==> src/rtl/fpmm_pkg.sv <==
package fpmm_pkg;
  typedef enum logic [1:0] {
    SZ_RSV  = 2'd0,
    SZ_HALF = 2'd1,
    SZ_SGL  = 2'd2,
    SZ_DBL  = 2'd3
  } scalar_sz_e;

  localparam int H_EXP = 5;
  localparam int H_FRC = 10;
  localparam int S_EXP = 8;
  localparam int S_FRC = 23;
  localparam int D_EXP = 11;
  localparam int D_FRC = 52;
endpackage

==> src/rtl/fpmm_lane.sv <==
module fpmm_lane #(
  parameter int EW = 8,
  parameter int FW = 23
) (
  input  logic [EW+FW:0] a,
  input  logic [EW+FW:0] b,
  input  logic           is_min,
  input  logic           dn,
  input  logic           fz,
  output logic [EW+FW:0] r,
  output logic           ioc,
  output logic           idc
);
  localparam int W = 1 + EW + FW;
  localparam logic [W-1:0] QBIT   = {{(EW+1){1'b0}}, 1'b1, {(FW-1){1'b0}}};
  localparam logic [W-1:0] DEFNAN = {1'b0, {EW{1'b1}}, 1'b1, {(FW-1){1'b0}}};

  function automatic logic f_nan(input logic [W-1:0] x);
    return (&x[W-2:FW]) && (|x[FW-1:0]);
  endfunction

  function automatic logic f_snan(input logic [W-1:0] x);
    return f_nan(x) && !x[FW-1];
  endfunction

  function automatic logic f_sub(input logic [W-1:0] x);
    return (~|x[W-2:FW]) && (|x[FW-1:0]);
  endfunction

  function automatic logic [W-1:0] f_flush(input logic [W-1:0] x);
    return {x[W-1], {(W-1){1'b0}}};
  endfunction

  // strict numeric less-than, -0 below +0
  function automatic logic f_less(input logic [W-1:0] x, input logic [W-1:0] y);
    if (x[W-1] != y[W-1]) return x[W-1];
    else if (!x[W-1])     return x[W-2:0] < y[W-2:0];
    else                  return x[W-2:0] > y[W-2:0];
  endfunction

  logic [W-1:0] ax, bx;
  logic a_s, b_s, a_q, b_q;

  always_comb begin
    ax  = (fz && f_sub(a)) ? f_flush(a) : a;
    bx  = (fz && f_sub(b)) ? f_flush(b) : b;
    idc = fz && (f_sub(a) || f_sub(b));
    a_s = f_snan(a);
    b_s = f_snan(b);
    a_q = f_nan(a) && !a_s;
    b_q = f_nan(b) && !b_s;
    ioc = a_s || b_s;
    if (a_s)              r = dn ? DEFNAN : (a | QBIT);
    else if (b_s)         r = dn ? DEFNAN : (b | QBIT);
    else if (a_q && b_q)  r = dn ? DEFNAN : a;
    else if (a_q)         r = bx;
    else if (b_q)         r = ax;
    else                  r = (f_less(ax, bx) == is_min) ? ax : bx;
  end
endmodule

==> src/rtl/fpmm_unit.sv <==
module fpmm_unit #(
  parameter int VEC_W   = 128,
  parameter int GROUP_W = 64
) (
  input  logic             clk,
  input  logic             rst_n,
  input  logic             in_valid,
  input  logic [VEC_W-1:0] opa,
  input  logic [VEC_W-1:0] opb,
  input  logic             op_min,
  input  logic             scalar_mode,
  input  logic [1:0]       scalar_size,
  input  logic             elem_half,
  input  logic             wide,
  input  logic             ctl_dn,
  input  logic             ctl_fz,
  output logic             out_valid,
  output logic [VEC_W-1:0] result,
  output logic             flag_ioc,
  output logic             flag_idc
);
  import fpmm_pkg::*;

  localparam int N16 = VEC_W / 16;
  localparam int N32 = VEC_W / 32;
  localparam int N64 = VEC_W / 64;
  localparam int G16 = GROUP_W / 16;
  localparam int G32 = GROUP_W / 32;

  logic dn_eff, fz_eff, sz_h, sz_s, sz_d;
  assign dn_eff = scalar_mode ? ctl_dn : 1'b1;
  assign fz_eff = scalar_mode ? ctl_fz : 1'b1;
  assign sz_h   = (scalar_sz_e'(scalar_size) == SZ_HALF);
  assign sz_d   = (scalar_sz_e'(scalar_size) == SZ_DBL);
  assign sz_s   = !sz_h && !sz_d;

  logic [15:0] r16 [N16];
  logic [31:0] r32 [N32];
  logic [63:0] r64 [N64];
  logic [N16-1:0] ioc16, idc16, act16;
  logic [N32-1:0] ioc32, idc32, act32;
  logic [N64-1:0] ioc64, idc64, act64;

  for (genvar i = 0; i < N16; i++) begin : g_h
    fpmm_lane #(.EW(H_EXP), .FW(H_FRC)) u_lane (
      .a(opa[16*i +: 16]), .b(opb[16*i +: 16]), .is_min(op_min),
      .dn(dn_eff), .fz(fz_eff), .r(r16[i]), .ioc(ioc16[i]), .idc(idc16[i]));
    assign act16[i] = scalar_mode ? (sz_h && i == 0) : (elem_half && (wide || i < G16));
  end

  for (genvar i = 0; i < N32; i++) begin : g_s
    fpmm_lane #(.EW(S_EXP), .FW(S_FRC)) u_lane (
      .a(opa[32*i +: 32]), .b(opb[32*i +: 32]), .is_min(op_min),
      .dn(dn_eff), .fz(fz_eff), .r(r32[i]), .ioc(ioc32[i]), .idc(idc32[i]));
    assign act32[i] = scalar_mode ? (sz_s && i == 0) : (!elem_half && (wide || i < G32));
  end

  for (genvar i = 0; i < N64; i++) begin : g_d
    fpmm_lane #(.EW(D_EXP), .FW(D_FRC)) u_lane (
      .a(opa[64*i +: 64]), .b(opb[64*i +: 64]), .is_min(op_min),
      .dn(dn_eff), .fz(fz_eff), .r(r64[i]), .ioc(ioc64[i]), .idc(idc64[i]));
    assign act64[i] = scalar_mode && sz_d && i == 0;
  end

  logic [VEC_W-1:0] res_n;
  logic             ioc_n, idc_n;

  always_comb begin
    res_n = '0;
    for (int i = 0; i < N16; i++) if (act16[i]) res_n[16*i +: 16] = r16[i];
    for (int i = 0; i < N32; i++) if (act32[i]) res_n[32*i +: 32] = r32[i];
    for (int i = 0; i < N64; i++) if (act64[i]) res_n[64*i +: 64] = r64[i];
    ioc_n = |{ioc16 & act16, ioc32 & act32, ioc64 & act64};
    idc_n = |{idc16 & act16, idc32 & act32, idc64 & act64};
  end

  always_ff @(posedge clk) begin
    if (!rst_n) begin
      out_valid <= 1'b0;
      result    <= '0;
      flag_ioc  <= 1'b0;
      flag_idc  <= 1'b0;
    end else begin
      out_valid <= in_valid;
      if (in_valid) begin
        result   <= res_n;
        flag_ioc <= ioc_n;
        flag_idc <= idc_n;
      end else begin
        flag_ioc <= 1'b0;
        flag_idc <= 1'b0;
      end
    end
  end
endmodule

==> config.mk <==
export PLATFORM = sky130hd
export DESIGN_NAME = fpmm_unit
export DESIGN_NICKNAME = d
export VERILOG_FILES = /design/src/rtl/fpmm_pkg.sv /design/src/rtl/fpmm_lane.sv /design/src/rtl/fpmm_unit.sv
export SDC_FILE = /design/constraint.sdc
export NUM_CORES = 2
export LEC_CHECK = 0
export BUFFER_PORTS_ARGS = -buffer_cell sky130_fd_sc_hd__buf_2
export CORE_AREA = 3 3 296 298
export CTS_BUF_LIST = sky130_fd_sc_hd__clkbuf_4
export DETAILED_ROUTE_END_ITERATION = 10
export DIE_AREA = 0 0 299 301
export GPL_ROUTABILITY_DRIVEN = 0
export MAX_ROUTING_LAYER = met4
export REMOVE_ABC_BUFFERS = 1
export SKIP_CTS_REPAIR_TIMING = 1
export SLEW_MARGIN = 20
export SYNTH_ARGS = -nofsm -noshare
export SYNTH_HDL_FRONTEND = slang
export SYNTH_SLANG_ARGS = --single-unit
export TNS_END_PERCENT = 100
==> constraint.sdc <==
create_clock -name clk -period 6.38 [get_ports clk]
set_input_delay 0.638 -clock clk [delete_from_list [all_inputs] [get_ports clk]]
set_output_delay 0.638 -clock clk [all_outputs]
set_load 0.03 [all_outputs]
==> flow_summary_export.csv <==
group,metric,value,unit
outcome,status,"finished clean",
die,die-width,299,um
cells_and_area,drive_gt1_frac,0.164,
placed_design,placed_area,0.0290,sq mm
clocking,clock_path_buffers,2,
power_and_ir_drop,p_switching,1.85,mW
clocking,clk_pin_slew,0.14,ns
logic_synthesis,yosysSeqAreaShare,0.103,
global_route,grt_pass1_vias,31500,
clocking,htree_num_levels,4,
route,dr_total_vias,33800,
logic_synthesis,synth_xor_area_frac,0.00344,
route,wire_per_inst,25.8,um
cells_and_area,finalNetCount,4716,
hold_path,holdPathEnd,"result[98]",
timing,fin_crit_sh,0.941,
power_and_ir_drop,power.internal,1.89,mW
power_and_ir_drop,power.density,127,mW/mm^2
route,drt-total-wl,138000,um
global_route,grt_first_pass_wirelength,201000,um
setup_path,critPathCaptureType,"flip-flop",
timing,finalHoldViolations,0,
global_route,grt_usage,0.301,
setup_path,crit_type,"in -> reg",
power_and_ir_drop,seqPwrFrac,0.248,
timing,totalNegativeSetupSlack,0,ns
logic_synthesis,yosysWarnings,0,
placed_design,post-place-ws,0.0186,ns
logic_synthesis,synth_top_family_by_area,"compound AO/OA/AOI/OAI gates",
die,fp.dieH,301,um
logic_synthesis,async_flop_share,0,
setup_path,crit_fanout,23,
logic_synthesis,synth_edf_count,0,
timing,period_minus_slack,6.01,ns
setup_path,arrival,6.74,ns
logic_synthesis,dominantRegCellSynth,"dfxtp_1",
placed_design,dp_hpwl,105000,um
setup_path,rrSetupSlack,5.11,ns
timing,finalClockSkew,0,ns
global_route,grt-ovfl-total,0,
placed_design,placement.io_buffers,397,
power_and_ir_drop,pwr-share-clk,0.191,
power_and_ir_drop,p_comb_frac,0.561,
logic_synthesis,synthSimpleGateAreaFrac,0.320,
die,core,0.0851,sq mm
setup_path,worstSetupStartpoint,"opb[3]",
die,die-area,0.0900,sq mm
timing,timing.final.ws_setup,0.374,ns
setup_path,r2r_end,"result[46]",
route,drt_iter0_markers,4447,
logic_synthesis,synthCells,3883,
hold_path,hp-start,"opa[98]",
die,start_util,0.299,
logic_synthesis,avgSynthCellArea,6.56,sq um
route,via_per_inst,6.34,
clocking,cts_tree,"yes",
route,drt_pass1_iterations,7,
setup_path,crit_required,7.11,ns
logic_synthesis,synthAdderAreaFrac,0.151,
cells_and_area,final_area,0.0294,sq mm
hold_path,whs_path_depth,3,
power_and_ir_drop,p_leak,13.3,nW
timing,rsz0062_at_grt,"no",
hold_path,hold_path.class,"in -> reg",
clocking,worstSkewPairLatency,0.80,ns
timing,timing.fmax,0.166,GHz
setup_path,setup.worst_path.start_class,"primary input",
timing,slew_violations,0,
die,ios,398,
logic_synthesis,synth_cell_type_count,104,
flow_run,maxCapViolCount,0,
die,core.rowCount,107,
power_and_ir_drop,peakVddDrop,121,uV
timing,slew_headroom,0.148,
clocking,numCtsBuffers,17,
cells_and_area,area_growth,15.6,%
logic_synthesis,synth_area,0.0255,sq mm
logic_synthesis,synth-compound-area-share,0.323,
timing,worst_pin_slew,1.27,ns
global_route,grt_antenna_before_repair,35,
timing,setup_viol,0,
power_and_ir_drop,p_sw_frac,0.494,
clocking,cts_sinks,131,
global_route,grt_max_degree,76,
setup_path,r2r.worst_path.cells,3,
route,ant_nets,0,
clocking,cts-root-buf,"clkbuf_4",
logic_synthesis,ys_ff_latch,131,
setup_path,r2r_start,"result[46]",
route,drc,0,
logic_synthesis,yosys-mux-area-fraction,0.0252,
[metal layers]
| layer | track usage | part of all wire | wire, um | vias to the layer above |
|---|---|---|---|---|
| li1 | - | - | - | 15000 |
| met1 | 0.361 | 0.37 | 51300 | 15700 |
| met2 | 0.452 | 0.43 | 58800 | 2618 |
| met3 | 0.0937 | 0.14 | 19100 | 554 |
| met4 | 0.154 | 0.061 | 8350 | 0 |
| met5 | - | 0 | 0 | - |
[cells in the mapped netlist (all sizes together), types with 61 or more instances]
master	instances	share of area
a211oi	64	0.019
a21oi	353	0.070
a22oi	64	0.019
a31oi	68	0.017
and2	192	0.047
clkbuf	280	0.041
dfxtp	131	0.10
ha	307	0.15
inv	140	0.021
nand2	580	0.086
nand3	164	0.032
nand4	84	0.021
nor2	231	0.034
nor3	103	0.022
nor4	61	0.018
o21ai	315	0.063
[worst max-delay path by stage]
stage                       endpoint  slack, ns  cells past startpoint
after floorplan           result[34]      -2.19                     16
after global placement    result[44]       0.05                     24
after detailed placement  result[44]       0.02                     23
after CTS                 result[44]       0.91                     23
after global routing      result[44]       0.35                     24
final                     result[44]       0.37                     24
[cell usage in the layout (no fill, tap or decap), types with 19 or more instances in the layout]
master     count
inv_1        140
o211ai_1      35
a221oi_1      39
a2111oi_0     20
o21a_1        20
o21ai_0      303
buf_2        396
a22oi_1       64
nor4_1        52
nand2_1      578
nand4_1       83
mux2i_1       55
nand2b_1      23
a22o_1        23
a21o_1        38
and2_1       191
and3_1        46
nor2_1       230
a31oi_1       68
a221o_1       19
buf_4        171
a211o_1       19
nor2b_1       44
nor3_1        98
diode_2       36
a211oi_1      63
nand3_1      162
ha_1         307
and4_1        20
a21oi_1      352
dfxtp_1      131
[power groups by stage]
stage / logic, mW / registers (mW) / clock network, mW
floorplan: 1.06 / 1.03 / 0
global placement: 2.01 / 0.943 / 0
detailed placement: 2.03 / 0.942 / 0
CTS: 2.04 / 0.925 / 0.736
global route: 2.26 / 0.932 / 0.750
finish: 2.10 / 0.928 / 0.717
[critical path: stages]
cell and delay [ns]:
buf_2 0.17, nor4_1 0.50, nand3_1 0.26, nor4_1 0.39, buf_4 0.18, and3b_1 0.29
or3_2 0.20, buf_4 0.31, nand2_1 0.15, ha_1 0.32, nand4_1 0.11, nor4_1 0.32
buf_4 0.21, nand4_1 0.14, a21oi_1 0.23, nor4_1 0.09, buf_4 0.18, nor3_1 0.43
nor3_4 0.10, buf_4 0.22, a2111oi_0 0.86, buf_4 0.23, nor3_1 0.05, a21oi_1 0.14
[logic make-up (layout without fill, tap and decap cells)]
logic type      after synthesis  in the layout
mux                          63             63
other cells                   0             36
buf+inv                     479            751
xor+xnor                     10             10
simple gates               1630           1630
fa+ha+maj                   307            307
compound gates             1263           1263
flops                       131            131
[sequential cells by signal (all words and copies together) (netlist names)]
register and cells:
flag_idc 1, flag_ioc 1, result 128, out_valid 1
[metrics by stage]
stage	std cells	utilization	power [mW]	hold WS [ns]
after floorplan	3547	-	2.09	0.575
after global placement	5267	0.341	2.95	0.435
after detailed placement	5267	0.341	2.97	0.436
after CTS	5299	0.345	3.70	-0.0131
after global routing	5332	0.346	3.94	0.0915
final	5335	0.346	3.74	0.116
[layout make-up]
class	instances	area (sq um)
antenna	36	90.1
timing repair buffer	576	3450
sequential	131	2620
tap	1144	1430
inverter	143	537
clock inverter	14	164
multi-input combinational	3273	21000
clock buffer	18	135
fill	9324	55700
Power figures use the tool's default switching activity.
